File: src/rtl/cpg_pkg.sv
package cpg_pkg;

  typedef enum logic [1:0] {
    MODE_LOCAL   = 2'd0,
    MODE_EXTACC  = 2'd1,
    MODE_MONITOR = 2'd2,
    MODE_MONALT  = 2'd3
  } src_mode_e;

  localparam logic [2:0] A_TGT_BX   = 3'd0;
  localparam logic [2:0] A_TGT_TURN = 3'd1;
  localparam logic [2:0] A_WIDTH    = 3'd2;
  localparam logic [2:0] A_OFFSET   = 3'd3;
  localparam logic [2:0] A_CTRL     = 3'd4;
  localparam logic [2:0] A_ACK      = 3'd5;

  localparam int CTRL_FRZ_BIT = 2;

  function automatic logic mode_is_monitor(src_mode_e m);
    return m[1];
  endfunction

endpackage

File: src/rtl/cpg_regs.sv
module cpg_regs
  import cpg_pkg::*;
#(
  parameter int DW    = 16,
  parameter int BXW   = 12,
  parameter int TURNW = 16,
  parameter int DEPTH = 64,
  parameter int OFSW  = 10,
  localparam int WW   = $clog2(DEPTH + 1)
) (
  input  logic             clk,
  input  logic             rst_n,
  input  logic             wr_en,
  input  logic [2:0]       wr_addr,
  input  logic [DW-1:0]    wr_data,
  output logic [BXW-1:0]   tgt_bx,
  output logic [TURNW-1:0] tgt_turn,
  output logic [WW-1:0]    ld_width,
  output logic [OFSW-1:0]  ld_ofs,
  output src_mode_e        mode,
  output logic             frz_en,
  output logic             ack_wr
);

  // Shadow width is kept at full write width so that oversize values clamp.
  logic [DW-1:0] sh_width;

  always_ff @(posedge clk) begin
    if (!rst_n) begin
      tgt_bx   <= '0;
      tgt_turn <= '0;
      sh_width <= DW'(1);
      ld_ofs   <= '0;
      mode     <= MODE_LOCAL;
      frz_en   <= 1'b0;
    end else if (wr_en) begin
      unique case (wr_addr)
        A_TGT_BX:   tgt_bx   <= wr_data[BXW-1:0];
        A_TGT_TURN: tgt_turn <= wr_data[TURNW-1:0];
        A_WIDTH:    sh_width <= wr_data;
        A_OFFSET:   ld_ofs   <= wr_data[OFSW-1:0];
        A_CTRL: begin
          mode   <= src_mode_e'(wr_data[1:0]);
          frz_en <= wr_data[CTRL_FRZ_BIT];
        end
        default: ;
      endcase
    end
  end

  // Legal width range is 1..DEPTH.
  always_comb begin
    if (sh_width == '0) begin
      ld_width = WW'(1);
    end else if (sh_width > DW'(DEPTH)) begin
      ld_width = WW'(DEPTH);
    end else begin
      ld_width = sh_width[WW-1:0];
    end
  end

  assign ack_wr = wr_en && (wr_addr == A_ACK);

endmodule

File: src/rtl/cpg_trigger.sv
module cpg_trigger #(
  parameter int BXW   = 12,
  parameter int TURNW = 16
) (
  input  logic             clk,
  input  logic             rst_n,
  input  logic [BXW-1:0]   bx_num,
  input  logic [TURNW-1:0] turn_num,
  input  logic             collect_req,
  input  logic             use_req,
  input  logic [BXW-1:0]   tgt_bx,
  input  logic [TURNW-1:0] tgt_turn,
  input  logic             busy,
  input  logic             frozen,
  output logic             fire
);

  logic match, match_q, req_q;
  logic match_edge, req_edge, src_event;

  assign match = (bx_num == tgt_bx) && (turn_num == tgt_turn);

  always_ff @(posedge clk) begin
    if (!rst_n) begin
      match_q <= 1'b0;
      req_q   <= 1'b0;
    end else begin
      match_q <= match;
      req_q   <= collect_req;
    end
  end

  assign match_edge = match & ~match_q;
  assign req_edge   = collect_req & ~req_q;
  assign src_event  = use_req ? req_edge : match_edge;
  assign fire       = src_event & ~busy & ~frozen;

endmodule

File: src/rtl/cpg_timer.sv
module cpg_timer #(
  parameter int DEPTH = 64,
  parameter int OFSW  = 10,
  localparam int WW   = $clog2(DEPTH + 1)
) (
  input  logic            clk,
  input  logic            rst_n,
  input  logic            fire,
  input  logic            gen_acc,
  input  logic [WW-1:0]   ld_width,
  input  logic [OFSW-1:0] ld_ofs,
  output logic            pulse,
  output logic            pulse_last,
  output logic            loc_acc,
  output logic            busy
);

  // These counters are the active parameter set: loaded from the shadows at fire.
  logic [WW-1:0] pcnt;
  logic [OFSW:0] acnt;
  logic [OFSW:0] ofs_plus;

  assign ofs_plus = {1'b0, ld_ofs} + {{OFSW{1'b0}}, 1'b1};

  always_ff @(posedge clk) begin
    if (!rst_n) begin
      pcnt <= '0;
      acnt <= '0;
    end else if (fire) begin
      pcnt <= ld_width;
      acnt <= gen_acc ? ofs_plus : '0;
    end else begin
      if (pcnt != '0) pcnt <= pcnt - WW'(1);
      if (acnt != '0) acnt <= acnt - {{OFSW{1'b0}}, 1'b1};
    end
  end

  assign pulse      = (pcnt != '0);
  assign pulse_last = (pcnt == WW'(1));
  assign loc_acc    = (acnt == {{OFSW{1'b0}}, 1'b1});
  assign busy       = pulse | (acnt != '0);

endmodule

File: src/rtl/cpg_freeze.sv
module cpg_freeze (
  input  logic clk,
  input  logic rst_n,
  input  logic frz_en,
  input  logic pulse_last,
  input  logic ack_wr,
  output logic frozen
);

  // Set has priority: an acknowledge cannot cancel a capture that ends on its edge.
  always_ff @(posedge clk) begin
    if (!rst_n) begin
      frozen <= 1'b0;
    end else if (frz_en && pulse_last) begin
      frozen <= 1'b1;
    end else if (ack_wr) begin
      frozen <= 1'b0;
    end
  end

endmodule

File: src/rtl/capture_pulse_gen.sv
module capture_pulse_gen
  import cpg_pkg::*;
#(
  parameter int DW    = 16,
  parameter int BXW   = 12,
  parameter int TURNW = 16,
  parameter int DEPTH = 64,
  parameter int OFSW  = 10
) (
  input  logic             clk,
  input  logic             rst_n,
  input  logic             wr_en,
  input  logic [2:0]       wr_addr,
  input  logic [DW-1:0]    wr_data,
  input  logic [BXW-1:0]   bx_num,
  input  logic [TURNW-1:0] turn_num,
  input  logic             collect_req,
  input  logic             ext_accept,
  output logic             cap_pulse,
  output logic             accept,
  output logic             freeze
);

  localparam int WW = $clog2(DEPTH + 1);

  logic [BXW-1:0]   tgt_bx;
  logic [TURNW-1:0] tgt_turn;
  logic [WW-1:0]    ld_width;
  logic [OFSW-1:0]  ld_ofs;
  src_mode_e        mode;
  logic             frz_en, ack_wr;
  logic             fire, busy, frozen, pulse, pulse_last, loc_acc;
  logic             is_local, use_req;

  assign is_local = (mode == MODE_LOCAL);
  assign use_req  = mode_is_monitor(mode);

  cpg_regs #(
    .DW(DW), .BXW(BXW), .TURNW(TURNW), .DEPTH(DEPTH), .OFSW(OFSW)
  ) u_regs (
    .clk      (clk),
    .rst_n    (rst_n),
    .wr_en    (wr_en),
    .wr_addr  (wr_addr),
    .wr_data  (wr_data),
    .tgt_bx   (tgt_bx),
    .tgt_turn (tgt_turn),
    .ld_width (ld_width),
    .ld_ofs   (ld_ofs),
    .mode     (mode),
    .frz_en   (frz_en),
    .ack_wr   (ack_wr)
  );

  cpg_trigger #(
    .BXW(BXW), .TURNW(TURNW)
  ) u_trig (
    .clk         (clk),
    .rst_n       (rst_n),
    .bx_num      (bx_num),
    .turn_num    (turn_num),
    .collect_req (collect_req),
    .use_req     (use_req),
    .tgt_bx      (tgt_bx),
    .tgt_turn    (tgt_turn),
    .busy        (busy),
    .frozen      (frozen),
    .fire        (fire)
  );

  cpg_timer #(
    .DEPTH(DEPTH), .OFSW(OFSW)
  ) u_timer (
    .clk        (clk),
    .rst_n      (rst_n),
    .fire       (fire),
    .gen_acc    (is_local),
    .ld_width   (ld_width),
    .ld_ofs     (ld_ofs),
    .pulse      (pulse),
    .pulse_last (pulse_last),
    .loc_acc    (loc_acc),
    .busy       (busy)
  );

  cpg_freeze u_frz (
    .clk        (clk),
    .rst_n      (rst_n),
    .frz_en     (frz_en),
    .pulse_last (pulse_last),
    .ack_wr     (ack_wr),
    .frozen     (frozen)
  );

  assign cap_pulse = pulse;
  assign accept    = is_local ? loc_acc : ext_accept;
  assign freeze    = frozen;

endmodule

File: config.mk
export PLATFORM = sky130hd
export DESIGN_NAME = capture_pulse_gen
export DESIGN_NICKNAME = d
export VERILOG_FILES = /design/src/rtl/cpg_pkg.sv /design/src/rtl/cpg_regs.sv /design/src/rtl/cpg_trigger.sv /design/src/rtl/cpg_timer.sv /design/src/rtl/cpg_freeze.sv /design/src/rtl/capture_pulse_gen.sv
export SDC_FILE = /design/constraint.sdc
export NUM_CORES = 1
export LEC_CHECK = 0
export ABC_AREA = 1
export BUFFER_PORTS_ARGS = -buffer_cell sky130_fd_sc_hd__buf_2
export CAP_MARGIN = 5
export CORE_UTILIZATION = 50
export CTS_BUF_LIST = sky130_fd_sc_hd__clkbuf_4
export DETAILED_ROUTE_END_ITERATION = 7
export GPL_TIMING_DRIVEN = 0
export PLACE_DENSITY = 0.76
export SETUP_SLACK_MARGIN = 0.4
export SLEW_MARGIN = 10
export SYNTH_ARGS = -nofsm -noshare
export SYNTH_HDL_FRONTEND = slang
export SYNTH_SLANG_ARGS = --single-unit
File: constraint.sdc
create_clock -name clk -period 1.5 [get_ports clk]
set_clock_uncertainty 0.15 [all_clocks]
set_input_delay 0.3 -clock clk [delete_from_list [all_inputs] [get_ports clk]]
set_output_delay 0.3 -clock clk [all_outputs]
set_load 0.02 [all_outputs]
==> flow_summary.ini <==
[timing]
rsz0062_at_grt = true
hold_viol = 0
fin_crit_sh = 1.24
layout_setup_ws_ps = -365
slew_violations = 0
period_needed_ps = 1870
fmax_ghz = 0.536
tightest_slew_ps = 441
slew_headroom = 0.706
setup_viol = 20
finalHoldWorstSlack_ps = 33.8

[clocking]
cts-root-buf = clkbuf_4
cts_buffer_depth = 2
cts_tree = built
htreeDepth = 3
path_clk_slew_ps = 130
worstSkewPairLatency_ps = 430
numCtsBuffers = 9
cts_sinks = 78

[detailed_routing]
viasPerCell = 5.42
vias = 4041
met2_length_um = 5570
wl_met3_um = 663
wl_met1_um = 4660
top_layer = met4
wl_per_cell_um = 15.0
antenna_left = 0
drc_errors = 0
drt_pre_antenna_iters = 5
drtIter0Drc = 265
postRouteWirelength_um = 11200

[yosys]
ys_warn_count = 0
dominantRegCellSynth = dfxtp_1
synthArstFlopShare = 0
syn_avg_cell_area_um2 = 7.10
synthDistinctLibCells = 36
synth_edf_count = 0
syn_nets = 607
synthCells = 548
syn_area_mm2 = 0.00389
synth-seq-cells = 78
ys_seq_area_frac = 0.402

[cells_and_area]
fin_util = 0.729
drive_gt1_frac = 0.391
final_cells = 746
antenna_cells = 0
final_cell_mix = nor2_1, buf_2, dfxtp_1
nets = 702
nFillCells = 547
layout_commonest_cell = nor2_1
syn_to_final_growth_pct = 38.1

[floorplan]
row_count = 31
fp.dieW_um = 90.2
core_area_mm2 = 0.00737
io_pins = 55
die_y_um = 90.2
start_util = 0.528
dieArea_mm2 = 0.00813

[worst_setup_path]
cp-end-kind = output pin
crit_required_ps = 1050
critPathMaxFanout = 3
worstRegToRegCells = 11
worstReg2RegStart = u_regs.tgt_turn[4]$_SDFFE_PN0P_
critPathKind = flop to output pin
reg2reg_to = u_timer.acnt[1]$_SDFFE_PN0P_
start_kind = flop
ff2ff_setup_slack_ps = -360
cp.arrival_ps = 1420

[global_routing]
grt_pass1_wl_um = 17700
antenna_found_initial = 0
groute.usage.overall = 0.273
grt_pass1_vias = 3903
grt_start_max_net_pins = 13
grt_overflow = 0

[pwr]
vdd_drop_max_v = 0.00103
p_leak_nw = 2.26
pwr_density_cell_mw_per_mm2 = 1320

[min_path]
hold_path_end = u_regs.tgt_bx[9]$_SDFFE_PN0P_
hold_class = input port to flop
min-delay-start = wr_data[9]
hold_depth = 3

[placement]
hpwlAfterDp_um = 7320
gp_congestion = 0.881
portBuffers = 53
dpl.cell_count = 700

[status]
status = complete, but fails checks
violations = setup timing

[run]
drv_cap = 0
[synthesized netlist by cell type, types with 2 or more instances]
cell        n  area (um^2)
o21ai_2     2         17.5
buf_6       2         22.5
inv_1      51          191
o31ai_1     3         22.5
dfxtp_1    78         1560
nor3_1      4         20.0
a31oi_1     2         12.5
o21ai_0    66          330
o21ai_1    12         60.1
nor2_2      4         25.0
nand2_2     3         18.8
clkbuf_1   16         60.1
nand3_1    13         65.1
nor4_1      3         18.8
nor2_1    124          465
inv_2       7         26.3
xnor2_1    29          254
nand4_1     9         56.3
a21oi_1    32          160
ha_1        7         87.6
nand2_1    62          233
xor2_1      5         43.8
[layer usage]
layer | vias to the layer above | GRT usage
li1 | 1965 | -
met1 | 1886 | 0.333
met2 | 148 | 0.468
met3 | 42 | 0.0525
met4 | 0 | 0.120
met5 | - | 0
[power breakdown]
| part | switching (W) | internal, W | leakage [nW] |
|---|---|---|---|
| combinational | 0.00174 | 0.00132 | 1.53 |
| sequential | 0.000243 | 0.00234 | 0.650 |
| clock | 0.000753 | 0.000703 | 0.0829 |
[critical path, cell delays in order (launching register included)]
cell     delay, ps
dfxtp_2        340
inv_2           70
nand2_4         50
nor3_4         180
nand4_1        140
nand2_2         90
buf_6          110
[worst max-delay path by stage]
stage,startpoint,end,slack (ps),depth (start not counted)
after floorplan,u_timer.acnt[4]$_SDFFE_PN0P_,u_timer.pcnt[6]$_SDFFE_PN0P_,-230,9
after global placement,turn_num[0],u_timer.acnt[2]$_SDFFE_PN0P_,-580,14
after detailed placement,turn_num[1],u_timer.acnt[6]$_SDFFE_PN0P_,-590,12
after CTS,u_timer.acnt[4]$_SDFFE_PN0P_,accept,-360,6
after global routing,u_regs.tgt_turn[1]$_SDFFE_PN0P_,u_timer.acnt[9]$_SDFFE_PN0P_,-490,11
final,u_timer.acnt[4]$_SDFFE_PN0P_,accept,-370,6
[repair_timing]
| item | 4_1_cts | 5_1_grt |
|---|---|---|
| setup buffers | 12 | 9 |
| resized for setup | 78 | 55 |
| hold buffers | 7 | 0 |
| hold endpoints to repair | 9 | 0 |
| endpoints found under the setup margin | 39 | 48 |
| cloned | 2 | 1 |
| pin swaps | 29 | 32 |
[state kept, by name (all words and copies together), names as in the netlist]
name / flops
u_trig.match_q: 1
u_timer.acnt: 11
u_timer.pcnt: 7
u_trig.req_q: 1
u_regs.sh_width: 16
u_regs.mode: 2
u_regs.frz_en: 1
u_regs.tgt_turn: 16
u_frz.frozen: 1
u_regs.tgt_bx: 12
u_regs.ld_ofs: 10
[cell families after synthesis]
| logic type | Yosys count | synth area share |
|---|---|---|
| AND/OR/NAND/NOR | 232 | 0.260 |
| AO/OA/AOI/OAI | 120 | 0.161 |
| flip-flops | 78 | 0.402 |
| buffers and inverters | 77 | 0.0782 |
| XOR/XNOR | 34 | 0.0766 |
| adder cells (fa/ha/maj) | 7 | 0.0225 |
[stage by stage]
step / area [um^2] / setup WS, ps / total power, W / TNS (ps)
floorplan: 4130 / -231 / 0.00437 / -3010
global placement: 4520 / -582 / 0.00480 / -10720
detailed placement: 4520 / -591 / 0.00487 / -11550
CTS: 5100 / -363 / 0.00676 / -6370
global route: 5370 / -488 / 0.00747 / -8310
finish: 5370 / -365 / 0.00709 / -6180
[layout make-up]
cell class | count | area [um^2] | share of cell area
clock buffer | 11 | 82.6 | 0.0154
clock inverter | 4 | 72.6 | 0.0135
multi-input combinational | 393 | 2460 | 0.458
buffer | 19 | 174 | 0.0324
timing repair buffer | 84 | 603 | 0.112
tap | 99 | 124 | 0.0231
inverter | 58 | 251 | 0.0468
sequential | 78 | 1600 | 0.298
Note: power is estimated with default switching activity, not from simulation.
